[src/rtl/wrg_pkg.sv]
package wrg_pkg;

   typedef enum logic [2:0] {
      CMD_IDLE  = 3'd0,
      CMD_ACT   = 3'd1,
      CMD_WRITE = 3'd2,
      CMD_READ  = 3'd3,
      CMD_PRE   = 3'd4
   } cmd_e;

   typedef enum logic [1:0] {
      RULE_PRE_TIME = 2'd0,
      RULE_STATE    = 2'd1,
      RULE_WR2RD    = 2'd2,
      RULE_WR_REC   = 2'd3
   } rule_e;

   // Condensed view of one bank's timing state.
   typedef struct packed {
      logic is_open;
      logic ap_pend;
      logic in_burst;
      logic wtr_wait;
      logic wrec_wait;
      logic rp_wait;
   } bank_flags_t;

   typedef struct packed {
      logic  legal;
      logic  trunc;
      rule_e rule;
   } verdict_t;

   // Legality of one command against one bank's state.
   function automatic verdict_t judge_cmd(input logic [2:0] kind, input bank_flags_t f);
      verdict_t v;
      v.legal = 1'b0;
      v.trunc = 1'b0;
      v.rule  = RULE_STATE;
      if (f.rp_wait) begin
         v.rule = RULE_PRE_TIME;
      end else begin
         case (kind)
            CMD_ACT:   v.legal = !f.is_open;
            CMD_WRITE: v.legal = f.is_open && !f.ap_pend;
            CMD_READ: begin
               if (f.is_open && !f.ap_pend) begin
                  if (f.in_burst) begin
                     v.legal = 1'b1;
                     v.trunc = 1'b1;
                  end else if (f.wtr_wait) begin
                     v.rule = RULE_WR2RD;
                  end else begin
                     v.legal = 1'b1;
                  end
               end
            end
            CMD_PRE: begin
               if (f.is_open && !f.ap_pend) begin
                  if (f.in_burst) begin
                     v.legal = 1'b1;
                     v.trunc = 1'b1;
                  end else if (f.wrec_wait) begin
                     v.rule = RULE_WR_REC;
                  end else begin
                     v.legal = 1'b1;
                  end
               end
            end
            default: v.legal = 1'b0;
         endcase
      end
      return v;
   endfunction

   function automatic logic would_accept(input logic [2:0] kind, input bank_flags_t f);
      verdict_t v;
      v = judge_cmd(kind, f);
      return v.legal;
   endfunction

endpackage

[src/rtl/wrg_bank_tracker.sv]
module wrg_bank_tracker
   import wrg_pkg::*;
#(
   parameter int CNT_W   = 4,
   parameter int BURST_W = 4
) (
   input  logic               clk,
   input  logic               rst_n,
   input  logic               hit,
   input  logic [2:0]         hit_kind,
   input  logic               hit_ap,
   input  logic [BURST_W-1:0] hit_pairs,
   input  logic [CNT_W-1:0]   cfg_twtr,
   input  logic [CNT_W-1:0]   cfg_twr,
   input  logic [CNT_W-1:0]   cfg_trp,
   output bank_flags_t        flags,
   output logic [BURST_W-1:0] rem,
   output logic [BURST_W-1:0] blen,
   output logic               allow_act,
   output logic               allow_wr,
   output logic               allow_rd,
   output logic               allow_pre
);

   localparam logic [BURST_W-1:0] PAIR_ONE = BURST_W'(1);
   localparam logic [CNT_W-1:0]   CNT_ONE  = CNT_W'(1);

   logic               open_q, open_d;
   logic               ap_q, ap_d;
   logic [BURST_W-1:0] rem_q, rem_d;
   logic [BURST_W-1:0] blen_q, blen_d;
   logic [CNT_W-1:0]   wtr_q, wtr_d;
   logic [CNT_W-1:0]   wr_q, wr_d;
   logic [CNT_W-1:0]   rp_q, rp_d;

   always_comb begin
      open_d = open_q;
      ap_d   = ap_q;
      rem_d  = rem_q;
      blen_d = blen_q;
      wtr_d  = wtr_q;
      wr_d   = wr_q;
      rp_d   = rp_q;

      // Free-running progress of the bank's intervals.
      if (rp_q != '0) rp_d = rp_q - CNT_ONE;
      if (rem_q != '0) begin
         rem_d = rem_q - PAIR_ONE;
         if (rem_q == PAIR_ONE) begin
            wtr_d = cfg_twtr;
            wr_d  = cfg_twr;
         end
      end else begin
         if (wtr_q != '0) wtr_d = wtr_q - CNT_ONE;
         if (wr_q != '0)  wr_d  = wr_q - CNT_ONE;
         if (ap_q && open_q && (wr_q == '0)) begin
            open_d = 1'b0;
            ap_d   = 1'b0;
            rp_d   = cfg_trp;
         end
      end

      // An accepted command overrides the progress.
      if (hit) begin
         case (hit_kind)
            CMD_ACT: open_d = 1'b1;
            CMD_WRITE: begin
               rem_d  = hit_pairs;
               blen_d = hit_pairs;
               ap_d   = hit_ap;
               wtr_d  = '0;
               wr_d   = '0;
            end
            CMD_READ: begin
               if (rem_q != '0) begin
                  rem_d = '0;
                  wtr_d = '0;
                  wr_d  = '0;
               end
            end
            CMD_PRE: begin
               open_d = 1'b0;
               ap_d   = 1'b0;
               rem_d  = '0;
               wtr_d  = '0;
               wr_d   = '0;
               rp_d   = cfg_trp;
            end
            default: open_d = open_d;
         endcase
      end
   end

   always_ff @(posedge clk) begin
      if (!rst_n) begin
         open_q <= 1'b0;
         ap_q   <= 1'b0;
         rem_q  <= '0;
         blen_q <= '0;
         wtr_q  <= '0;
         wr_q   <= '0;
         rp_q   <= '0;
      end else begin
         open_q <= open_d;
         ap_q   <= ap_d;
         rem_q  <= rem_d;
         blen_q <= blen_d;
         wtr_q  <= wtr_d;
         wr_q   <= wr_d;
         rp_q   <= rp_d;
      end
   end

   assign flags = '{is_open:   open_q,
                    ap_pend:   ap_q,
                    in_burst:  (rem_q != '0),
                    wtr_wait:  (wtr_q != '0),
                    wrec_wait: (wr_q != '0),
                    rp_wait:   (rp_q != '0)};
   assign rem  = rem_q;
   assign blen = blen_q;

   assign allow_act = would_accept(CMD_ACT,   flags);
   assign allow_wr  = would_accept(CMD_WRITE, flags);
   assign allow_rd  = would_accept(CMD_READ,  flags);
   assign allow_pre = would_accept(CMD_PRE,   flags);

   // Precharge interval counts down one per cycle when nothing touches the bank.
   assert_rp_countdown_R7: assert property (@(posedge clk) disable iff (!rst_n)
      (rp_q != '0 && !hit) |=> (rp_q == $past(rp_q) - CNT_ONE));

   // A bank inside its precharge interval is never open.
   assert_closed_during_rp_R7: assert property (@(posedge clk) disable iff (!rst_n)
      (rp_q != '0) |-> !open_q);

   // The edge of the final pair starts the write-to-read interval.
   assert_wtr_start_R3: assert property (@(posedge clk) disable iff (!rst_n)
      (rem_q == PAIR_ONE && !hit) |=> (wtr_q == $past(cfg_twtr)));

   // Auto-precharge closes the bank once recovery has elapsed.
   assert_auto_close_R8: assert property (@(posedge clk) disable iff (!rst_n)
      (ap_q && open_q && rem_q == '0 && wr_q == '0 && !hit) |=>
      (!open_q && rp_q == $past(cfg_trp)));

endmodule

[src/rtl/wrg_mask_calc.sv]
module wrg_mask_calc #(
   parameter int CNT_W   = 4,
   parameter int BURST_W = 4
) (
   input  logic [BURST_W-1:0] rem,
   input  logic [BURST_W-1:0] blen,
   input  logic [CNT_W-1:0]   span,
   output logic [BURST_W-1:0] pairs
);

   localparam int SUM_W = ((CNT_W > BURST_W) ? CNT_W : BURST_W) + 1;

   logic [SUM_W-1:0] sum;

   // Pairs still to come plus those registered within the interval, capped at the burst.
   assign sum   = SUM_W'(rem) + SUM_W'(span);
   assign pairs = (sum > SUM_W'(blen)) ? blen : sum[BURST_W-1:0];

endmodule

[src/rtl/wrg_bank_select.sv]
module wrg_bank_select
   import wrg_pkg::*;
#(
   parameter int NUM_BANKS = 4,
   parameter int BURST_W   = 4,
   parameter int BANK_W    = 2
) (
   input  bank_flags_t        flags_arr [NUM_BANKS],
   input  logic [BURST_W-1:0] rem_arr   [NUM_BANKS],
   input  logic [BURST_W-1:0] blen_arr  [NUM_BANKS],
   input  logic [BANK_W-1:0]  sel,
   output bank_flags_t        sel_flags,
   output logic [BURST_W-1:0] sel_rem,
   output logic [BURST_W-1:0] sel_blen
);

   assign sel_flags = flags_arr[sel];
   assign sel_rem   = rem_arr[sel];
   assign sel_blen  = blen_arr[sel];

endmodule

[src/rtl/wr_recovery_guard.sv]
module wr_recovery_guard
   import wrg_pkg::*;
#(
   parameter int NUM_BANKS = 4,
   parameter int CNT_W     = 4,
   parameter int BURST_W   = 4,
   localparam int BANK_W   = $clog2(NUM_BANKS)
) (
   input  logic                 clk,
   input  logic                 rst_n,
   input  logic [2:0]           cmd_kind,
   input  logic [BANK_W-1:0]    cmd_bank,
   input  logic                 cmd_auto_pre,
   input  logic [BURST_W-1:0]   cmd_pairs,
   input  logic [CNT_W-1:0]     cfg_twtr,
   input  logic [CNT_W-1:0]     cfg_twr,
   input  logic [CNT_W-1:0]     cfg_trp,
   output logic [NUM_BANKS-1:0] allow_act,
   output logic [NUM_BANKS-1:0] allow_wr,
   output logic [NUM_BANKS-1:0] allow_rd,
   output logic [NUM_BANKS-1:0] allow_pre,
   output logic                 fwd_valid,
   output logic [2:0]           fwd_kind,
   output logic [BANK_W-1:0]    fwd_bank,
   output logic                 fwd_trunc,
   output logic                 mask_valid,
   output logic [BURST_W-1:0]   mask_pairs,
   output logic                 viol_valid,
   output logic [BANK_W-1:0]    viol_bank,
   output logic [1:0]           viol_rule
);

   // Elaboration-time parameter checks.
   if (NUM_BANKS < 2 || (NUM_BANKS & (NUM_BANKS - 1)) != 0) begin : g_bad_banks
      $error("NUM_BANKS must be a power of two of at least 2");
   end
   if (CNT_W < 4) begin : g_bad_cnt
      $error("CNT_W must be at least 4");
   end
   if (BURST_W < 1) begin : g_bad_burst
      $error("BURST_W must be at least 1");
   end

   bank_flags_t        flags_arr [NUM_BANKS];
   logic [BURST_W-1:0] rem_arr   [NUM_BANKS];
   logic [BURST_W-1:0] blen_arr  [NUM_BANKS];
   logic [NUM_BANKS-1:0] hit_vec;

   bank_flags_t        sel_flags;
   logic [BURST_W-1:0] sel_rem;
   logic [BURST_W-1:0] sel_blen;
   logic [BURST_W-1:0] mask_now;
   logic [CNT_W-1:0]   span;
   verdict_t           verdict;
   logic               is_cmd;
   logic               accept;

   for (genvar b = 0; b < NUM_BANKS; b++) begin : g_bank
      assign hit_vec[b] = accept && (cmd_bank == BANK_W'(b));

      wrg_bank_tracker #(
         .CNT_W   (CNT_W),
         .BURST_W (BURST_W)
      ) u_trk (
         .clk       (clk),
         .rst_n     (rst_n),
         .hit       (hit_vec[b]),
         .hit_kind  (cmd_kind),
         .hit_ap    (cmd_auto_pre),
         .hit_pairs (cmd_pairs),
         .cfg_twtr  (cfg_twtr),
         .cfg_twr   (cfg_twr),
         .cfg_trp   (cfg_trp),
         .flags     (flags_arr[b]),
         .rem       (rem_arr[b]),
         .blen      (blen_arr[b]),
         .allow_act (allow_act[b]),
         .allow_wr  (allow_wr[b]),
         .allow_rd  (allow_rd[b]),
         .allow_pre (allow_pre[b])
      );
   end

   wrg_bank_select #(
      .NUM_BANKS (NUM_BANKS),
      .BURST_W   (BURST_W),
      .BANK_W    (BANK_W)
   ) u_sel (
      .flags_arr (flags_arr),
      .rem_arr   (rem_arr),
      .blen_arr  (blen_arr),
      .sel       (cmd_bank),
      .sel_flags (sel_flags),
      .sel_rem   (sel_rem),
      .sel_blen  (sel_blen)
   );

   assign span = (cmd_kind == CMD_READ) ? cfg_twtr : cfg_twr;

   wrg_mask_calc #(
      .CNT_W   (CNT_W),
      .BURST_W (BURST_W)
   ) u_mask (
      .rem   (sel_rem),
      .blen  (sel_blen),
      .span  (span),
      .pairs (mask_now)
   );

   assign is_cmd  = (cmd_kind >= 3'd1) && (cmd_kind <= 3'd4);
   assign verdict = judge_cmd(cmd_kind, sel_flags);
   assign accept  = is_cmd && verdict.legal;

   always_ff @(posedge clk) begin
      if (!rst_n) begin
         fwd_valid  <= 1'b0;
         fwd_kind   <= 3'd0;
         fwd_bank   <= '0;
         fwd_trunc  <= 1'b0;
         mask_valid <= 1'b0;
         mask_pairs <= '0;
         viol_valid <= 1'b0;
         viol_bank  <= '0;
         viol_rule  <= 2'd0;
      end else begin
         fwd_valid  <= accept;
         fwd_kind   <= accept ? cmd_kind : 3'd0;
         fwd_bank   <= cmd_bank;
         fwd_trunc  <= accept && verdict.trunc;
         mask_valid <= accept && verdict.trunc;
         mask_pairs <= (accept && verdict.trunc) ? mask_now : '0;
         viol_valid <= is_cmd && !verdict.legal;
         viol_bank  <= cmd_bank;
         viol_rule  <= (is_cmd && !verdict.legal) ? verdict.rule : RULE_PRE_TIME;
      end
   end

   // Previous-cycle allow flags, kept for the cross-checks below.
   logic [NUM_BANKS-1:0] act_prev, rd_prev;
   always_ff @(posedge clk) begin
      if (!rst_n) begin
         act_prev <= '0;
         rd_prev  <= '0;
      end else begin
         act_prev <= allow_act;
         rd_prev  <= allow_rd;
      end
   end

   // A forwarded activate was announced as allowed by its bank's flags.
   assert_fwd_act_flag_R10: assert property (@(posedge clk) disable iff (!rst_n)
      (fwd_valid && fwd_kind == CMD_ACT) |-> act_prev[fwd_bank]);

   // A forwarded read was announced as allowed by its bank's flags.
   assert_fwd_rd_flag_R10: assert property (@(posedge clk) disable iff (!rst_n)
      (fwd_valid && fwd_kind == CMD_READ) |-> rd_prev[fwd_bank]);

   // A mask request never asks for zero pairs.
   assert_mask_nonzero_R4: assert property (@(posedge clk) disable iff (!rst_n)
      mask_valid |-> (mask_pairs != '0));

   // A violation pulse follows a presented command.
   assert_viol_has_cmd_R1: assert property (@(posedge clk) disable iff (!rst_n)
      viol_valid |-> ($past(cmd_kind) != 3'd0));

endmodule

[config.mk]
export PLATFORM = sky130hd
export DESIGN_NAME = wr_recovery_guard
export DESIGN_NICKNAME = d
export VERILOG_FILES = /design/src/rtl/wrg_pkg.sv /design/src/rtl/wrg_bank_tracker.sv /design/src/rtl/wrg_mask_calc.sv /design/src/rtl/wrg_bank_select.sv /design/src/rtl/wr_recovery_guard.sv
export SDC_FILE = /design/constraint.sdc
export NUM_CORES = 1
export LEC_CHECK = 0
export CAP_MARGIN = 30
export CORE_AREA = 5 5 121 123
export CTS_BUF_LIST = sky130_fd_sc_hd__clkbuf_4
export DETAILED_ROUTE_END_ITERATION = 8
export DIE_AREA = 0 0 126 128
export DONT_BUFFER_PORTS = 1
export PLACE_DENSITY = 0.79
export SLEW_MARGIN = 0
export SYNTH_ARGS = -nofsm -noshare
export SYNTH_HDL_FRONTEND = slang
export SYNTH_HIERARCHICAL = 1
export SYNTH_SLANG_ARGS = --single-unit
[constraint.sdc]
create_clock -name clk -period 3.5 [get_ports clk]
set_clock_uncertainty 0.05 [all_clocks]
set_input_delay 0.175 -clock clk [delete_from_list [all_inputs] [get_ports clk]]
set_output_delay 0.175 -clock clk [all_outputs]
set_load 0.02 [all_outputs]
==> reports/metrics.cfg, run 1 <==
[outcome]
outcome = finished clean

[routing]
via_count = 6503
drc = 0
routedWlPerCell_um = 20.2
final_antenna_net_count = 0
first_pass_iters = 5
drt_iter0_markers = 701
wl_um = 21500
viasPerCell = 6.13

[hold_path]
min_path_type = in -> reg

[floorplan]
dieArea_mm2 = 0.0161
placeableCoreArea_mm2 = 0.0136
die-height_um = 128
die_w_um = 126
fp-row-count = 43
initial_core_util = 0.528
pin_count = 57

[global_route]
grt_pass1_vias = 6116
grt-ovfl-total = 0
grt_usage = 0.255
grt_max_degree = 64
antenna_found_initial = 0
grt_first_pass_wirelength_um = 32900

[power]
power_leakage_nw = 3.21
power_density_mw_per_mm2 = 877
max-vdd-ir-drop_v = 0.000512

[synthesis]
mappedNetlistNets = 888
synth_xor_area_frac = 0.0294
synth_area_mm2 = 0.00716
synth_top_family_by_area = simple AND/OR/NAND/NOR gates
synth_edf_count = 0
ys_warn_count = 6
syn_inst = 831
synth_cell_type_count = 77
yosys-mux-area-fraction = 0.0963
yosys.area_share.simple = 0.250
ys.flop_type = dfxtp_1
synth_compound_gate_area_share = 0.204
syn-mean-instance-area_um2 = 8.61
synth-async-reset-ratio = 0
seq_area_frac_synth = 0.285
yosys_register_bits = 102
yosys.area_share.adder = 0.0587

[setup_path]
path_delay_family = simple AND/OR/NAND/NOR gates
crit_path_start_kind = flop
critPathBufInv = 3
cp_data_required_time_ps = 3860
path_class = reg -> reg
crit_path_top_delay_cell = mux4_2
cp-end-kind = flop
cp_max_fo = 6
crit_chain = inv_2 -> ha_2 -> or3b_4 -> mux4_2 -> nor2b_1 -> o21ai_2 -> a32oi_4 -> nor3_2 -> buf_4 -> nor4bb_2 -> buf_4 -> a41oi_4 -> mux2i_1 -> nor2b_1
cp.arrival_ps = 3820
cp_slowest_stage_delay_ps = 550

[placed_design]
post-dp-hpwl_um = 14100
portBuffers = 0
dp.cells = 1001
dp_worst_setup_slack_ps = -89.7
routabilityCongestion = 0.895

[timing]
worst_pin_slew_ps = 882
max_freq_ghz = 0.289
fin_crit_ps = 3460
fin_crit_sh = 0.989
finalHoldViolCount = 0
setup_violations = 0
fin_tns_setup_ps = 0
whs_ps = 26.9
rsz0062_at_grt = true
slew_viol_final = 0
worst_slack_ps = 39.9
slew_headroom = 0.410

[finish]
n_fill_cell = 1175
layout-drive-gt1-share = 0.217
antenna_cells = 0
stdcell_count = 1060
area_growth_pct = 14.3
nets = 932

[clock_network]
cts_tree = built
htree_levels = 3
clockBufferDepth = 2
clk_pin_slew_worst_paths_ps = 170
cts_made_buffers = 9
cts.sinks = 102
clk_latency_ps = 500
cts_root_buffer = clkbuf_4

[run]
maxCapViolations = 0

==> area by class of cell <==
type                            instances  area [um2]  area share
Clock buffer                            9        67.6     0.00826
Clock inverter                          7        57.6     0.00703
Inverter                               57         231      0.0283
Multi-Input combinational cell        623        4830       0.590
Sequential cell                       102        2070       0.253
Tap cell                              180         225      0.0275
Timing Repair Buffer                   82         703      0.0859
==> layer usage <==
| metal | global-route usage | vias to the layer above | part of all wire |
|---|---|---|---|
| li1 | - | 3052 | - |
| met1 | 0.336 | 3064 | 0.41 |
| met2 | 0.394 | 318 | 0.45 |
| met3 | 0.0538 | 69 | 0.088 |
| met4 | 0.137 | 0 | 0.048 |
| met5 | 0 | - | 0 |
==> cell usage in the layout (no fill, tap or decap), drive strengths merged, types with 15 or more instances in the layout <==
| cell type | n |
|---|---|
| nand3 | 21 |
| o21ai | 34 |
| nor3 | 25 |
| o21a | 27 |
| mux2i | 19 |
| nor2 | 52 |
| nand3b | 20 |
| buf | 55 |
| a21oi | 63 |
| nand2 | 74 |
| nand2b | 15 |
| mux2 | 15 |
| dlygate4sd3 | 27 |
| nor2b | 26 |
| dfxtp | 102 |
| and2 | 16 |
| ha | 32 |
| xnor2 | 17 |
| inv | 57 |
==> worst min-delay path: stages <==
cell	delay (ps)
mux2_2	120
nand3_1	60
o21ai_0	70
and2_1	120
==> cells by family after synthesis <==
family,Yosys count
fa+ha+maj,33
mux,48
xor+xnor,24
compound gates,207
flops,102
buf+inv,107
simple gates,310
==> cell usage after synthesis (all sizes together), types with 16 or more instances <==
cell type	number	area, um2
a21oi	63	327
and2	16	100
buf	27	229
clkbuf	23	86.3
dfxtp	102	2040
ha	32	400
inv	55	206
mux2i	19	190
nand2	74	278
nand3	21	110
nand3b	20	150
nor2	52	195
nor2b	26	165
nor3	25	145
o21a	27	203
o21ai	34	181
xnor2	17	149
==> report_power, final <==
part	internal (mW)	leakage, nW	switching, mW
clock network	0.155	0.0661	0.456
registers	1.49	0.840	0.364
logic	2.27	2.30	2.44
total	3.92	3.21	3.26
==> state kept, by name, indices dropped and copies added, names as in the netlist <==
name	flops
fwd_kind	3
fwd_valid	1
mask_valid	1
g_bank.u_trk/blen	16
viol_rule	2
viol_valid	1
g_bank.u_trk/rem	16
g_bank.u_trk/ap_q	4
g_bank.u_trk/rp_q	16
viol_bank	2
g_bank.u_trk/open_q	4
mask_pairs	4
g_bank.u_trk/wtr_q	16
g_bank.u_trk/wr_q	16
==> through the flow <==
step | total power [mW] | instance area (um2) | util
after floorplan | 5.08 | 7230 | -
after CTS | 6.75 | 7870 | 0.580
final | 7.18 | 8180 | 0.604
after detailed placement | 6.05 | 7430 | 0.548
after global placement | 5.94 | 7430 | 0.548
after global routing | 7.68 | 8180 | 0.604
==> final timing paths <==
| path | slack (ps) | depth (start not counted) | from | end |
|---|---|---|---|---|
| setup / recovery | 40 | 14 | g_bank[3].u_trk/rem[1] | g_bank[3].u_trk/rp_q[0] |
| hold / removal | 30 | 4 | cmd_pairs[0] | g_bank[0].u_trk/rem[0] |
| setup reg to reg | 40 | 14 | g_bank[3].u_trk/rem[1] | g_bank[3].u_trk/rp_q[0] |
| hold reg to reg | 430 | 2 | g_bank[1].u_trk/blen[3] | g_bank[1].u_trk/blen[3] |
==> timing repair <==
action | CTS | global route
resized for setup | 3 | 57
buffers inserted | 0 | 14
cloned | 1 | 0
pin swaps | 1 | 15
endpoints found under the setup margin | 28 | 82
hold buffers | 27 | 1
endpoints found under the hold margin | 98 | 1
(Power assumes the default switching activity.)
==> run 2: changes to the inputs <==
ABC_AREA = 1   (was not set)
CORE_AREA = 3 3 122 124   (was 5 5 121 123)
DIE_AREA = 0 0 125 127   (was 0 0 126 128)
PLACE_DENSITY = 0.76   (was 0.79)
clock period = 3.97 ns   (was 3.5 ns; I/O delays follow)
==> reports/metrics.cfg, run 2 <==
[floorplan]
die-height_um = 127
fp-row-count = 43
placeableCoreArea_mm2 = 0.0139
die_w_um = 125
dieArea_mm2 = 0.0159
initial_core_util = 0.546
pin_count = 57

[synthesis]
synth_edf_count = 0
synthTopCellsByArea = dfxtp_1 (27%), nand2_1 (18%), nand3_1 (11%), inv_1 (10%), nor2_1 (6.1%)
syn-mean-instance-area_um2 = 6.10
yosys.area_share.simple = 0.437
synth_top_cell_area_share = 0.269
synth_compound_gate_area_share = 0.0809
synth_top_cells_by_count = nand2_1 (356), inv_1 (201), nand3_1 (164), nor2_1 (124), dfxtp_1 (102)
mappedNetlistNets = 1300
synth_top_family_by_area = simple AND/OR/NAND/NOR gates
ys_warn_count = 6
seq_area_frac_synth = 0.269
ys.flop_type = dfxtp_1
synth_cell_type_count = 33
yosys.area_share.adder = 0.0555
synth_xor_area_frac = 0.0196
synth-async-reset-ratio = 0
yosysMostFrequentCell = nand2_1
synth_area_mm2 = 0.00758
yosys.area.top_type = dfxtp_1
yosys-mux-area-fraction = 0.00594
yosys_register_bits = 102
syn_inst = 1243

[timing]
fin_crit_ps = 3670
rsz0062_at_grt = false
slew_viol_final = 0
slew_headroom = 0.397
whs_ps = 20.8
fin_tns_setup_ps = 0
max_freq_ghz = 0.273
finalHoldViolCount = 0
worst_slack_ps = 304
worst_pin_slew_ps = 898
fin_crit_sh = 0.924
setup_violations = 0

[setup_path]
path_class = reg -> reg
path_common_cell = nand2_1
crit_chain = inv_1 -> ha_1 -> nand2_4 -> inv_1 -> nand2_1 -> nand3_1 -> nand2_1 -> inv_1 -> nand2_1 -> nand2_1 -> nand2_1 -> nand2_1 -> nand2_2 -> nand2_2 -> nor2_2 -> nand2_1 -> inv_1 -> nand2_2 -> nand3_1 -> nand2_1 -> dlygate4sd3_1 -> nor2_1 -> dlygate4sd3_1
critPathBufInv = 6
cp.arrival_ps = 4080
cp-end-kind = flop
path_delay_family = simple AND/OR/NAND/NOR gates
r2r_cells = 23
cp_slowest_stage_delay_ps = 550
crit_path_start_kind = flop
timing.rr.end = g_bank[1].u_trk/rp_q[3]
cp_data_required_time_ps = 4380
cp_max_fo = 10
worstReg2RegStart = g_bank[1].u_trk/rem[0]
ff2ff_setup_slack_ps = 300
crit_path_top_delay_cell = dlygate4sd3_1

[outcome]
outcome = finished clean

[global_route]
grt_pass1_vias = 7128
grt-ovfl-total = 0
antenna_found_initial = 2
grt_first_pass_wirelength_um = 35600
grt_usage = 0.276
grt_max_degree = 37

[routing]
first_pass_iters = 5
drc = 0
final_antenna_net_count = 0
routedWlPerCell_um = 15.3
wl_um = 22200
viasPerCell = 5.39
via_count = 7803
drt_iter0_markers = 701

[clock_network]
clockBufferDepth = 2
clk_latency_ps = 500
htree_levels = 3
cts_tree = built
cts.sinks = 102
cts_made_buffers = 9
cts_root_buffer = clkbuf_4
clk_pin_slew_worst_paths_ps = 170

[placed_design]
dp.cells = 1393
routabilityCongestion = 0.890
post-dp-hpwl_um = 15000
place_area_mm2 = 0.00760
dp_worst_setup_slack_ps = 1000
portBuffers = 0

[power]
p_int_mw = 3.01
combPwrFrac = 0.656
p_switching_mw = 3.24
power_leakage_nw = 4.10
swShare = 0.518
pwr-share-seq = 0.256
max-vdd-ir-drop_v = 0.000379
power_density_mw_per_mm2 = 769
clkPwrFrac = 0.089
p_total_mw = 6.25

[finish]
layout_commonest_cell = nand2_1
n_fill_cell = 1381
area_growth_pct = 7.26
stdcell_count = 1447
post-route-util = 0.586
nets = 1319
layout-drive-gt1-share = 0.0758
layout_common_cells = nand2_1 (356), inv_1 (201), nand3_1 (162), nor2_1 (123), dfxtp_1 (101)
final_area_mm2 = 0.00813

[hold_path]
hold_end = mask_pairs[1]
min_path_type = in -> reg
min_from = cmd_bank[1]
whs_path_depth = 6

[run]
maxCapViolations = 0

run 2: cell types whose count changed after synthesis, sizes merged, moves of 15 or more:
cell / change
inv: +155
nor2: +98
nand3b: -18
mux2i: -19
o21a: -27
nor3: -15
a21oi: +27
nand2: +308
clkbuf: -16
nand2b: -15
nor2b: -26
nand3: +149
run 2: timing repair:
action	in CTS	in global routing
endpoints found under the hold margin	102	0
hold buffers	38	0
gates resized for setup	0	4
buffers inserted	0	0
endpoints found under the setup margin	0	1
run 2: metal layers:
layer	GRT usage	vias to the layer above	wire, um	part of all wire
li1	-	3925	-	-
met1	0.347	3485	9280	0.42
met2	0.455	309	9930	0.45
met3	0.0573	80	1870	0.084
met4	0.132	4	1050	0.047
met5	0	-	39	0.0018
run 2: worst min-delay path: cells and delay by family:
kind                   cells  cell delay [ps]
buffers and inverters      1               60
and+or+nand+nor            5              290
run 2: how the worst max path moves through the flow:
stage | from | endpoint | depth (start not counted)
3_3_place_gp | g_bank[3].u_trk/wr_q[0] | g_bank[3].u_trk/blen[3] | 19
6_report | g_bank[1].u_trk/rem[0] | g_bank[1].u_trk/rp_q[3] | 23
2_1_floorplan | g_bank[2].u_trk/rem[0] | g_bank[0].u_trk/wtr_q[3] | 22
4_1_cts | g_bank[1].u_trk/rem[0] | g_bank[1].u_trk/rp_q[3] | 23
3_5_place_dp | g_bank[3].u_trk/wr_q[0] | g_bank[3].u_trk/blen[2] | 19
5_1_grt | g_bank[1].u_trk/rem[0] | g_bank[1].u_trk/rp_q[3] | 23
run 2: logic make-up after synthesis:
logic type      Yosys count
flops                   102
buf+inv                 240
xor+xnor                 17
compound gates          117
simple gates            730
mux                       4
fa+ha+maj                33
run 2: final cells by class:
type                       count  area, um2  share of cell area
multi-input combinational    901       4550               0.560
sequential                   102       2040               0.251
inverter                     210        788              0.0970
timing repair buffer          38        390              0.0480
tap                          180        225              0.0277
clock buffer                  10       75.1             0.00924
clock inverter                 5       51.3             0.00631
antenna                        1       2.50            0.000308
run 2: power groups by stage:
| stage | clock network (mW) | registers, mW | logic [mW] |
|---|---|---|---|
| floorplan | 0 | 1.56 | 3.24 |
| global placement | 0 | 1.61 | 3.85 |
| detailed placement | 0 | 1.62 | 3.90 |
| CTS | 0.567 | 1.59 | 4.04 |
| global route | 0.607 | 1.64 | 4.68 |
| finish | 0.554 | 1.60 | 4.10 |
==> run 3: changes to the inputs <==
CORE_AREA = 3 3 112 135   (was 3 3 122 124)
DIE_AREA = 0 0 115 138   (was 0 0 125 127)
==> reports/metrics.cfg, run 3 (same netlist as run 2, synthesis figures left out) <==
[timing]
finalHoldViolCount = 0
max_freq_ghz = 0.271
slew_headroom = 0.445
fin_tns_setup_ps = 0
fin_crit_sh = 0.930
rsz0062_at_grt = false
slew_viol_final = 0
worst_slack_ps = 276
fin_crit_ps = 3690
worst_pin_slew_ps = 826
whs_ps = 17.4
setup_violations = 0

[global_route]
antenna_found_initial = 3
grt_max_degree = 37
grt_first_pass_wirelength_um = 36000
grt_usage = 0.284
grt-ovfl-total = 0
grt_pass1_vias = 7251

[routing]
first_pass_iters = 5
wl_um = 22400
drt_iter0_markers = 694
final_antenna_net_count = 0
drc = 0
routedWlPerCell_um = 15.6
via_count = 7784
viasPerCell = 5.41

[clock_network]
clk_latency_ps = 520
cts_root_buffer = clkbuf_4
cts_tree = built
cts.sinks = 102
htree_levels = 3
cts_setup_buffers = 0
clk_pin_slew_worst_paths_ps = 180
clockBufferDepth = 2
cts_made_buffers = 9

[finish]
layout-drive-gt1-share = 0.0791
layout_commonest_cell = nand2_1
post-route-util = 0.587
area_growth_pct = 7.51
layout_common_cells = nand2_1 (356), inv_1 (201), nand3_1 (162), nor2_1 (123), dfxtp_1 (99)
final_area_mm2 = 0.00815
nets = 1317
stdcell_count = 1439

[floorplan]
die_w_um = 115
pin_count = 57
fp-row-count = 47
initial_core_util = 0.546
placeableCoreArea_mm2 = 0.0139
dieArea_mm2 = 0.0159
die-height_um = 138

[setup_path]
crit_path_start_kind = flop
worstReg2RegStart = g_bank[2].u_trk/rem[0]
cp.arrival_ps = 4120
cp_max_fo = 8
r2r_cells = 23
path_class = reg -> reg
cp_data_required_time_ps = 4390
ff2ff_setup_slack_ps = 280
timing.rr.end = g_bank[0].u_trk/rem[0]
cp-end-kind = flop

[power]
power_leakage_nw = 4.12
p_total_mw = 6.37
max-vdd-ir-drop_v = 0.000414
power_density_mw_per_mm2 = 782

[placed_design]
routabilityCongestion = 1.01
post-dp-hpwl_um = 15100
dp_worst_setup_slack_ps = 999
portBuffers = 0
dp.cells = 1384
place_area_mm2 = 0.00758

[outcome]
outcome = finished clean

[hold_path]
min_from = cmd_bank[1]
min_path_type = in -> reg
whs_path_depth = 6
hold_end = mask_pairs[2]

[run]
maxCapViolations = 0

==> run 3: what timing repair did <==
item,4_1_cts,5_1_grt
gates resized for setup,0,7
hold endpoints to repair,102,0
hold buffers,36,0
endpoints found under the setup margin,0,1
==> run 3: how the worst max path moves through the flow <==
stage                                  from                       end  slack (ps)  cells after the start
finish               g_bank[2].u_trk/rem[0]    g_bank[0].u_trk/rem[0]         280                     23
global route         g_bank[3].u_trk/rem[1]    g_bank[0].u_trk/rem[0]           8                     23
CTS                 g_bank[0].u_trk/wr_q[0]    g_bank[0].u_trk/rem[0]         250                     22
detailed placement   g_bank[2].u_trk/rem[0]   g_bank[3].u_trk/blen[3]        1000                     20
global placement     g_bank[2].u_trk/rem[0]   g_bank[3].u_trk/blen[2]        1040                     20
floorplan            g_bank[2].u_trk/rem[0]  g_bank[0].u_trk/wtr_q[3]        1520                     22
==> run 3: metal layers <==
metal  part of all wire  global-route usage  routed length, um  vias to the layer above
li1                   -                   -                  -                     3920
met1               0.41               0.350               9130                     3501
met2               0.47               0.461              10500                      288
met3              0.075              0.0533               1680                       75
met4              0.049               0.158               1100                        0
met5                  0                   0                  0                        -
==> run 3: worst max-delay path: stages, from the launching register on <==
cell           delay, ps
dfxtp_1              420
inv_1                 80
ha_1                 260
nand2_4              160
inv_1                 50
nand2_1               60
nand3_1               90
nand2_1              110
inv_1                 60
nand2_1               80
nand2_1               50
nor2_1               120
nor2_2                60
nand2_2              100
nand2_2              110
nor2_4               130
nand2_1               60
inv_1                 90
nand2_4               90
nand3_1               80
nand2_1               60
dlygate4sd3_1        570
a31oi_1              150
dlygate4sd3_1        570
==> run 3: power breakdown <==
| group | switching [mW] | internal (mW) |
|---|---|---|
| Clock | 0.388 | 0.271 |
| Sequential | 0.287 | 1.32 |
| Combinational | 2.59 | 1.51 |
==> run 3: cell type report <==
class	instances	area, um2
sequential	102	2050
clock buffer	11	82.6
timing repair buffer	36	370
clock inverter	5	81.3
fill	1378	5730
multi-input combinational	901	4560
antenna	3	7.51
inverter	210	788
tap	171	214
